$ cat src/rtl/card_fsm_pkg.sv
package card_fsm_pkg;

   typedef enum logic [2:0] {
      ST_IDLE  = 3'd0,
      ST_READY = 3'd1,
      ST_IDENT = 3'd2,
      ST_STBY  = 3'd3,
      ST_WIRQ  = 3'd4,
      ST_INACT = 3'd5
   } card_state_e;

   // positions in the command hit vector
   localparam int K_GO_IDLE  = 0;
   localparam int K_OP_COND  = 1;
   localparam int K_ALL_ID   = 2;
   localparam int K_SET_ADDR = 3;
   localparam int K_GO_INACT = 4;
   localparam int K_IRQ_MODE = 5;
   localparam int NUM_KNOWN  = 6;

endpackage

$ cat src/rtl/card_cmd_decode.sv
module card_cmd_decode
   import card_fsm_pkg::*;
#(
   parameter int CMD_W       = 6,
   parameter int IX_GO_IDLE  = 0,
   parameter int IX_OP_COND  = 1,
   parameter int IX_ALL_ID   = 2,
   parameter int IX_SET_ADDR = 3,
   parameter int IX_GO_INACT = 15,
   parameter int IX_IRQ_MODE = 40
) (
   input  logic                 cmd_valid,
   input  logic [CMD_W-1:0]     cmd_index,
   output logic [NUM_KNOWN-1:0] hit
);

   localparam int IDX_TAB [NUM_KNOWN] = '{IX_GO_IDLE, IX_OP_COND, IX_ALL_ID,
                                          IX_SET_ADDR, IX_GO_INACT, IX_IRQ_MODE};
   localparam int IDX_LIMIT = 2 ** CMD_W;

   for (genvar i = 0; i < NUM_KNOWN; i++) begin : g_cmp
      assign hit[i] = cmd_valid && (cmd_index == CMD_W'(IDX_TAB[i]));

      if (IDX_TAB[i] < 0 || IDX_TAB[i] >= IDX_LIMIT) begin : g_range_bad
         $error("command index %0d does not fit in %0d bits", IDX_TAB[i], CMD_W);
      end

      for (genvar j = i + 1; j < NUM_KNOWN; j++) begin : g_uniq
         if (IDX_TAB[i] == IDX_TAB[j]) begin : g_dup
            $error("command index %0d assigned twice", IDX_TAB[i]);
         end
      end
   end

endmodule

$ cat src/rtl/card_state_engine.sv
module card_state_engine
   import card_fsm_pkg::*;
(
   input  logic                 clk,
   input  logic                 rst_n,
   input  logic                 cmd_valid,
   input  logic [NUM_KNOWN-1:0] hit,
   input  logic                 volt_present,
   input  logic                 volt_compat,
   input  logic                 card_busy,
   input  logic                 bus_won,
   input  logic                 start_bit,
   output card_state_e          state_q,
   output logic                 resp_q,
   output logic                 illegal_q,
   output logic                 addr_load
);

   card_state_e nxt;
   logic        resp_d;
   logic        ill_d;

   always_comb begin
      nxt       = state_q;
      resp_d    = 1'b0;
      ill_d     = 1'b0;
      addr_load = 1'b0;
      if (state_q != ST_INACT) begin
         if (hit[K_GO_IDLE]) begin
            nxt = ST_IDLE;
         end else if (hit[K_GO_INACT]) begin
            nxt = ST_INACT;
         end else begin
            case (state_q)
               ST_IDLE: begin
                  if (hit[K_OP_COND]) begin
                     if (!volt_present) begin
                        nxt = ST_IDLE;
                     end else if (card_busy) begin
                        resp_d = 1'b1;
                     end else if (volt_compat) begin
                        nxt    = ST_READY;
                        resp_d = 1'b1;
                     end else begin
                        nxt = ST_INACT;
                     end
                  end else if (cmd_valid) begin
                     ill_d = 1'b1;
                  end
               end
               ST_READY: begin
                  if (hit[K_ALL_ID]) begin
                     if (bus_won) begin
                        nxt    = ST_IDENT;
                        resp_d = 1'b1;
                     end
                  end else if (cmd_valid) begin
                     ill_d = 1'b1;
                  end
               end
               ST_IDENT: begin
                  if (hit[K_SET_ADDR]) begin
                     nxt       = ST_STBY;
                     resp_d    = 1'b1;
                     addr_load = 1'b1;
                  end else if (cmd_valid) begin
                     ill_d = 1'b1;
                  end
               end
               ST_STBY: begin
                  if (hit[K_IRQ_MODE]) begin
                     nxt    = ST_WIRQ;
                     resp_d = 1'b1;
                  end else if (cmd_valid) begin
                     ill_d = 1'b1;
                  end
               end
               ST_WIRQ: begin
                  if (cmd_valid || start_bit) nxt = ST_STBY;
               end
               default: nxt = state_q;
            endcase
         end
      end
   end

   always_ff @(posedge clk or negedge rst_n) begin
      if (!rst_n) begin
         state_q   <= ST_IDLE;
         resp_q    <= 1'b0;
         illegal_q <= 1'b0;
      end else begin
         state_q   <= nxt;
         resp_q    <= resp_d;
         illegal_q <= ill_d;
      end
   end

   assert_go_idle_R1: assert property (@(posedge clk) disable iff (!rst_n)
      (hit[K_GO_IDLE] && state_q != ST_INACT) |=> state_q == ST_IDLE);

   assert_op_ready_R2: assert property (@(posedge clk) disable iff (!rst_n)
      (state_q == ST_IDLE && hit[K_OP_COND] && volt_present && !card_busy && volt_compat)
      |=> (state_q == ST_READY && resp_q));

   assert_op_hold_R3: assert property (@(posedge clk) disable iff (!rst_n)
      (state_q == ST_IDLE && hit[K_OP_COND] && (card_busy || !volt_present))
      |=> state_q == ST_IDLE);

   assert_bus_lost_R4: assert property (@(posedge clk) disable iff (!rst_n)
      (state_q == ST_READY && hit[K_ALL_ID] && !bus_won)
      |=> (state_q == ST_READY && !resp_q && !illegal_q));

   assert_go_inact_R6: assert property (@(posedge clk) disable iff (!rst_n)
      (hit[K_GO_INACT] && !hit[K_GO_IDLE] && state_q != ST_INACT) |=> state_q == ST_INACT);

   assert_wake_R7: assert property (@(posedge clk) disable iff (!rst_n)
      (state_q == ST_WIRQ && start_bit && !hit[K_GO_IDLE] && !hit[K_GO_INACT])
      |=> state_q == ST_STBY);

   assert_sticky_R8: assert property (@(posedge clk) disable iff (!rst_n)
      state_q == ST_INACT |=> (state_q == ST_INACT && !resp_q && !illegal_q));

   assert_illegal_R10: assert property (@(posedge clk) disable iff (!rst_n)
      illegal_q |-> (state_q == $past(state_q) && !resp_q));

endmodule

$ cat src/rtl/card_addr_reg.sv
module card_addr_reg #(
   parameter int              ADDR_W   = 16,
   parameter logic [ADDR_W-1:0] ADDR_RST = '0
) (
   input  logic              clk,
   input  logic              rst_n,
   input  logic              load,
   input  logic [ADDR_W-1:0] din,
   output logic [ADDR_W-1:0] addr_q
);

   if (ADDR_W < 1) begin : g_bad_w
      $error("address width must be positive");
   end

   always_ff @(posedge clk or negedge rst_n) begin
      if (!rst_n)    addr_q <= ADDR_RST;
      else if (load) addr_q <= din;
   end

   assert_addr_load_R5: assert property (@(posedge clk) disable iff (!rst_n)
      load |=> addr_q == $past(din));

   assert_addr_hold_R9: assert property (@(posedge clk) disable iff (!rst_n)
      !load |=> $stable(addr_q));

endmodule

$ cat src/rtl/card_state_ctrl.sv
module card_state_ctrl
   import card_fsm_pkg::*;
#(
   parameter int CMD_W       = 6,
   parameter int ADDR_W      = 16,
   parameter int IX_GO_IDLE  = 0,
   parameter int IX_OP_COND  = 1,
   parameter int IX_ALL_ID   = 2,
   parameter int IX_SET_ADDR = 3,
   parameter int IX_GO_INACT = 15,
   parameter int IX_IRQ_MODE = 40
) (
   input  logic              clk,
   input  logic              rst_n,
   input  logic              cmd_valid,
   input  logic [CMD_W-1:0]  cmd_index,
   input  logic [ADDR_W-1:0] cmd_arg,
   input  logic              volt_present,
   input  logic              volt_compat,
   input  logic              card_busy,
   input  logic              bus_won,
   input  logic              start_bit,
   output logic [2:0]        card_state,
   output logic              resp_en,
   output logic              illegal_cmd,
   output logic [ADDR_W-1:0] rel_addr
);

   logic [NUM_KNOWN-1:0] hit;
   card_state_e          st;
   logic                 addr_load;

   card_cmd_decode #(
      .CMD_W(CMD_W), .IX_GO_IDLE(IX_GO_IDLE), .IX_OP_COND(IX_OP_COND),
      .IX_ALL_ID(IX_ALL_ID), .IX_SET_ADDR(IX_SET_ADDR),
      .IX_GO_INACT(IX_GO_INACT), .IX_IRQ_MODE(IX_IRQ_MODE)
   ) u_dec (
      .cmd_valid(cmd_valid),
      .cmd_index(cmd_index),
      .hit(hit)
   );

   card_state_engine u_eng (
      .clk(clk),
      .rst_n(rst_n),
      .cmd_valid(cmd_valid),
      .hit(hit),
      .volt_present(volt_present),
      .volt_compat(volt_compat),
      .card_busy(card_busy),
      .bus_won(bus_won),
      .start_bit(start_bit),
      .state_q(st),
      .resp_q(resp_en),
      .illegal_q(illegal_cmd),
      .addr_load(addr_load)
   );

   card_addr_reg #(.ADDR_W(ADDR_W)) u_addr (
      .clk(clk),
      .rst_n(rst_n),
      .load(addr_load),
      .din(cmd_arg),
      .addr_q(rel_addr)
   );

   assign card_state = st;

endmodule

$ cat config.mk
export PLATFORM = sky130hd
export DESIGN_NAME = card_state_ctrl
export DESIGN_NICKNAME = d
export VERILOG_FILES = /design/src/rtl/card_fsm_pkg.sv /design/src/rtl/card_cmd_decode.sv /design/src/rtl/card_state_engine.sv /design/src/rtl/card_addr_reg.sv /design/src/rtl/card_state_ctrl.sv
export SDC_FILE = /design/constraint.sdc
export NUM_CORES = 1
export LEC_CHECK = 0
export CAP_MARGIN = 20
export CORE_UTILIZATION = 45
export DETAILED_ROUTE_END_ITERATION = 6
export PLACE_DENSITY = 0.84
export SYNTH_ARGS = -nofsm -noshare
export SYNTH_HDL_FRONTEND = slang
export SYNTH_SLANG_ARGS = --single-unit
$ cat constraint.sdc
create_clock -name clk -period 3.8 [get_ports clk]
set_input_delay 0.38 -clock clk [delete_from_list [all_inputs] [get_ports clk]]
set_output_delay 0.38 -clock clk [all_outputs]
set_load 0.03 [all_outputs]
=== Word-level counts from Yosys, hierarchy flattened ===
Index checks and enable logic that the tools add are counted.

* Flip-flop bits (word level): 21
* Latch bits: 0
* RAM bits: 0
* Bits in read-only memories: 0
* Bits of input ports: 30
* Logic and storage cells: 69
* Memories kept: 0

* Add/subtract/negate cells: 0
* Multipliers: 0
* Div/mod/pow operators: 0
* Order comparisons: 0
* Equal/unequal tests: 17
* Shift operators: 0
* Muxes and demuxes: 37
* Bitwise logic cells: 0
* Reductions and logical operators: 11

{| class="wikitable"
|+ Operators with widths
! operator !! number
|-
| 3-bit two-way mux || 11
|-
| 1-bit two-way mux || 23
|-
| 4-bit inequality test (second input constant) || 5
|-
| 3-bit case mux with 5 select lines || 1
|-
| 6-bit by 2-bit == test with 1-bit output (second input constant) || 2
|-
| 9-bit AND reduction || 1
|-
| 1-bit case mux with 4 select lines || 2
|-
| 7-bit nonzero test || 1
|-
| 3-bit by 2-bit == test with 1-bit output (second input constant) || 2
|-
| 6-bit by 1-bit == test with 1-bit output (second input constant) || 1
|-
| 6-bit by 4-bit == test with 1-bit output (second input constant) || 1
|-
| 6-bit == test (second input constant) || 1
|-
| 1-bit logical AND || 6
|-
| 6-bit zero test || 1
|-
| 5-bit inequality test (second input constant) || 1
|-
| 4-bit by 3-bit inequality test with 1-bit output (second input constant) || 1
|-
| 3-bit by 1-bit == test with 1-bit output (second input constant) || 1
|-
| 3-bit == test (second input constant) || 1
|-
| 3-bit zero test || 1
|-
| 3-bit inequality test (second input constant) || 1
|-
| 1-bit logical OR || 1
|}

=== Logic depth before layout (Yosys ltp) ===
* Depth in word-level cells: 8
* Depth in mapped cells: 7
* Gate-level depth less buffers: 5

=== Modules after synthesis ===
Synthesis repeated with hierarchy kept, for this count alone.

* Cells, all modules: 101
* Area total of the unflattened synthesis: 1,182.4 µm²

{| class="wikitable"
|+ By module, submodules not included
! module !! times used !! cells each !! area each (µm²)
|-
| card_addr_reg || 1 || 34 || 649.4
|-
| card_state_engine || 1 || 55 || 445.4
|-
| card_cmd_decode || 1 || 12 || 87.6
|}

=== Worst setup path before layout ===
OpenSTA, ideal clock, no wires.

* Path kind: reg-to-reg
* Start point: reg u_eng.state_q[2]
* End point: reg u_addr.addr_q[10]
* Arrival: 1.879 ns
* Required time: 3.675 ns
* Setup slack: 1.796 ns
* Stages on the path, launching flop included: 7
* Buffers on the path: 2
* Clock period less this slack: 2.004 ns
* Cell sequence: dfrtp_1 buf_2 inv_1 nand2_1 nor4_4 buf_8 mux2_4

* Cells in the longest elaborated chain, start to end: 5
* Elaborated cells between the ends (all ways): 6
* Those cells by class: 2 x eq/ne; 4 x mux

{| class="wikitable"
|+ Ends and longest elaborated chain
! element !! RTL line !! text
|-
| from (decl) || card_state_engine.sv:13 || <nowiki>output card_state_e state_q,</nowiki>
|-
| from (signal assigned) || card_state_engine.sv:93 || <nowiki>state_q <= nxt;</nowiki>
|-
| 3-bit by 2-bit == test with 1-bit output || card_state_engine.sv:34 || <nowiki>case (state_q)</nowiki>
|-
| 1-bit two-way mux || card_state_engine.sv:34 ||
|-
| 1-bit two-way mux || card_state_engine.sv:31 || <nowiki>end else if (hit[K_GO_INACT]) begin</nowiki>
|-
| 1-bit two-way mux || card_state_engine.sv:29 || <nowiki>if (hit[K_GO_IDLE]) begin</nowiki>
|-
| 1-bit two-way mux (*) || card_state_engine.sv:28 || <nowiki>if (state_q != ST_INACT) begin</nowiki>
|-
| to (signal assigned) || card_addr_reg.sv:18 || <nowiki>else if (load) addr_q <= din;</nowiki>
|-
| to (decl) || card_addr_reg.sv:9 || <nowiki>output logic [ADDR_W-1:0] addr_q</nowiki>
|}

Every way passes the cells marked *; elsewhere a longest branch is shown, timed or not.
A chain may end at the register's enable or synchronous reset.

=== Final worst setup path ===
* Start point: reg u_eng.state_q[0]
* End point: out card_state[0]

{| class="wikitable"
|+ RTL lines
! element !! RTL line !! text
|-
| to (decl) || card_state_ctrl.sv:23 || <nowiki>output logic [2:0] card_state,</nowiki>
|}

No word-level cell between the ends.

==> results.md <==
Outcome:
- The run finished with clean final reports.

Timing:
- Setup repair after global routing left no endpoint under its margin.
- The transition time of the tightest slew-check pin is 0.905 ns.
- The final number of hold-violating endpoints is 0.
- The highest clock frequency the design can meet is 468 MHz.
- Across the routed clock network, the largest skew measured is 0.00493 ns.
- The final number of setup-violating endpoints is 0.
- The final count of pins violating max slew is 0.
- In the finished design, the share of the clock period the worst path needs comes to 0.562.
- The accumulated negative setup slack is 0 ns.
- The headroom to the max-slew limit is 0.395.
- Subtracting the final worst setup slack from the clock period gives 2.14 ns.

Layout:
- In the final layout, the multi-input gates occupy 623 µm².
- The fraction of final layout cells with drive strength greater than 1 is 0.196.
- The net count of the finished layout is 184.
- Registers take 526 µm².
- The end-of-flow core utilization is 0.693.
- The number of fill cells in the layout is 179.
- From synthesis to final layout, the design area changed by 44.1%.
- Excluding fillers, the count of instances in the completed layout stands at 183.
- The antenna diode count is 0.

Power and ir drop:
- Summing internal, switching and leakage power gives 0.000376 W.
- The internal power summed over all cells is 0.000295 W.
- The switching power is 0.0000805 W.
- The largest voltage drop on the vdd net is 212 µV.
- The power share of the clock group is 0.264.
- Of the total power, combinational logic draws 0.139.
- The power density of the placed cells is 217 nW/µm².
- The switching share of power is 0.214.
- The portion of total power attributed to sequential cells is 0.597.
- The leakage power of the design is 0.729 nW.

Routing:
- The pre-antenna-repair detailed-routing pass consisted of 4 iterations.
- The average detailed-routed wire length per instance is 14.5 µm.
- The detailed router finished its first iteration with 7 violations.
- Once detail routing completed, the nets flagged for antenna violations numbered 0.
- Detailed routing inserted a total of 999 vias.
- After detailed routing, the number of vias per cell comes to 5.46.
- The DRC violations left is 0.
- The final layout contains routed wiring with a total length of 2.65 mm.

Synthesis:
- The warning count from the yosys run is 0.
- The total of flip-flops plus latches after synthesis is 21.
- The number of nets produced by synthesis is 133.
- The area fraction in compound gates after synthesis is 0.145.
- The area share of xor/xnor cells in the synthesized design is 0.
- After synthesis, the share of flip-flops with an asynchronous set or reset is 1.00.
- Of the total synthesized cell area, the portion taken by AND, OR, NAND and NOR gates is 0.196.
- The flip-flop cell with the highest count after synthesis is dfrtp_1.
- The adder-cell area share of the yosys netlist is 0.
- The average instance area after synthesis is 11.7 µm².
- By area, the combinational part of the netlist is dominated by simple AND/OR/NAND/NOR gates.
- Of the synthesized area, sequential elements account for 0.437.
- In this run, distinct cell masters in the synthesized netlist total 34.
- The synthesized cell area is 1200 µm².
- Of the post-synthesis cell area, the part taken by muxes is 0.178.
- The count of flip-flops with a built-in enable after synthesis is 0.
- The post-synthesis cell count is 103.

Floorplanning:
- The overall die width is 53.7 µm.
- 51 I/O pins were placed.
- The floorplan step set the die height to 53.7 µm.
- The count of standard-cell rows is 18.
- The area inside the core boundary is 2500 µm².
- The initial utilization of the core area, before any placement, comes to 0.481.
- The area enclosed by the die boundary is 2880 µm².

Worst setup path:
- The worst setup path is captured at a primary output.
- Along the worst path, the maximum fanout reaches 17.
- For the worst flop-to-flop path, the logic depth is 5.
- In this run the critical register-to-register path is captured at u_addr.addr_q[4].
- Together, buffers and inverters on the worst path number 1.
- The setup path with the least slack is of type flip-flop to primary output.
- The signal on the critical path passes through clkdlybuf4s50_1.
- The data required time at the worst endpoint is 3.42 ns.
- The maximum single-stage delay on the critical path is 0.77 ns.
- The slack of the worst reg-to-reg path is 1.93 ns.
- Among cell families on the critical path, the largest total delay comes from buffers and inverters.
- The worst flop-to-flop path startpoint is u_eng.state_q[2].
- Data arrives at the worst endpoint at 1.76 ns.
- The largest individual stage delay along the critical path comes from the cell clkdlybuf4s50_1.
- The type of origin of the critical path is a flip-flop.

Min path:
- The startpoint of the tightest hold check path is u_addr.addr_q[3].
- The path class of the tightest hold or removal check is flip-flop to flip-flop.
- The worst-case hold path end point is u_addr.addr_q[3].
- Counting instances, the worst hold path has a depth of 1.

Placed design:
- Routability-driven placement finished with a final weighted congestion of 0.829.
- In this run the tool buffered the top-level ports with 50 buffer cells.
- Once placement completed, the tool counted placed cells totaling 179.
- The HPWL after detailed placement is 2.13 mm.

GRT:
- The leftover overflow at the end of global routing is 0.
- For this run, the total global-route usage over all layers was measured as 0.200.
- The via count of the first global-routing pass is 922.
- The number of antenna violations at the first check in global routing was 0.
- The maximum number of pins on one net before global-route repair is 22.
- The wire length of the first global-routing pass is 4.11 mm.

Clocking:
- The clock passes through at most 2 buffers.
- The total clock buffers created by CTS is 3.
- The CTS root buffer is clkbuf_4.
- CTS built an H-tree with a depth of 1.
- Clock latency on the worst-skew pair, taken at its later pin, is 0.29 ns.
- TritonCTS built the clock tree.
- After clock tree synthesis, the clock-pin slew on the worst setup and hold paths is 0.11 ns.
- The post-cts resize count is 0.
- The tree built by TritonCTS fans out to 21 sinks.
- The cts-stage hold buffer count is 0.
- The count of buffers added by post-CTS timing repair for setup is 0.

Run:
- The tool flagged a number of max-cap violations equal to 0.
==> layer usage <==
layer / vias up / global-route usage / wire [µm]
met5: - / 0 / 0
met4: 0 / 0.0921 / 21
met3: 4 / 0.0254 / 218
met2: 44 / 0.354 / 1290
met1: 459 / 0.239 / 1120
li1: 492 / - / -
==> stage by stage <==
step | instance area, µm² | worst slack [ns] | hold WS, ns
final | 1730 | 1.66 | 0.522
after global routing | 1730 | 1.56 | 0.534
after CTS | 1730 | 1.66 | 0.522
after detailed placement | 1710 | 1.45 | 0.496
after global placement | 1710 | 1.51 | 0.489
after floorplan | 1200 | 1.80 | 0.0844
==> layout by cell type, fill, tap and decap left out, drive strengths merged <==
master / n
o21ba: 1
and2: 1
o21a: 2
o21ai: 3
nor4: 4
or3: 2
o2111ai: 1
nand4bb: 1
nor3: 2
nand2b: 2
a21oi: 4
o22ai: 1
nor2: 2
a41oi: 1
clkdlybuf4s50: 50
mux2: 16
o311ai: 2
clkinv: 1
nand2: 7
o211ai: 4
a211oi: 1
nor3b: 1
nand3: 6
nor2b: 5
inv: 3
o221ai: 1
o31a: 1
o2111a: 1
dfrtp: 21
clkbuf: 3
buf: 1
and4: 2
==> cells in the mapped netlist (2+ instances only) <==
library cell | instances | area share
nand3_1 | 6 | 0.025
nor2b_1 | 5 | 0.026
o21a_1 | 2 | 0.012
o21ai_0 | 3 | 0.012
mux2_4 | 9 | 0.11
nor4_1 | 2 | 0.010
and4_2 | 2 | 0.017
nor2_1 | 2 | 0.0062
mux2_2 | 7 | 0.066
inv_1 | 3 | 0.0094
clkbuf_1 | 2 | 0.0062
nand2_1 | 6 | 0.019
or3_2 | 2 | 0.012
nor3_1 | 2 | 0.0083
o211ai_1 | 4 | 0.025
nor4_4 | 2 | 0.035
nand2b_1 | 2 | 0.010
buf_8 | 2 | 0.025
dfrtp_1 | 21 | 0.44
o311ai_0 | 2 | 0.015
a21oi_1 | 4 | 0.017
==> flip-flops by register name (all words and copies together), names as in the netlist <==
register / cells
u_addr.addr_q: 16
u_eng.illegal_q: 1
u_eng.resp_q: 1
u_eng.state_q: 3
==> power by group through the flow <==
stage	Sequential [W]	Combinational, W	Clock (W)
floorplan	0.000230	0.00000881	0
global placement	0.000228	0.0000515	0
detailed placement	0.000229	0.0000525	0
CTS	0.000224	0.0000528	0.000105
global route	0.000224	0.0000564	0.000112
finish	0.000224	0.0000523	0.0000991
==> kinds of logic after synthesis <==
family	after synthesis
flops	21
compound gates	23
buf+inv	8
simple gates	35
mux	16
==> layout make-up <==
type / instances / share of cell area
multi-input combinational: 74 / 0.360
sequential: 21 / 0.303
timing repair buffer: 51 / 0.293
tap: 30 / 0.0217
clock buffer: 3 / 0.0130
inverter: 3 / 0.00650
clock inverter: 1 / 0.00289
==> worst max path at each step <==
stage                          start           endpoint  slack, ns  cells past startpoint
global route        u_eng.state_q[0]      card_state[0]       1.56                      1
detailed placement      cmd_index[2]  u_addr.addr_q[13]       1.45                      6
global placement        cmd_index[2]   u_addr.addr_q[3]       1.51                      6
finish              u_eng.state_q[0]      card_state[0]       1.66                      1
CTS                 u_eng.state_q[0]      card_state[0]       1.66                      1
floorplan           u_eng.state_q[2]  u_addr.addr_q[10]       1.80                      6
(Power assumes the default switching activity.)
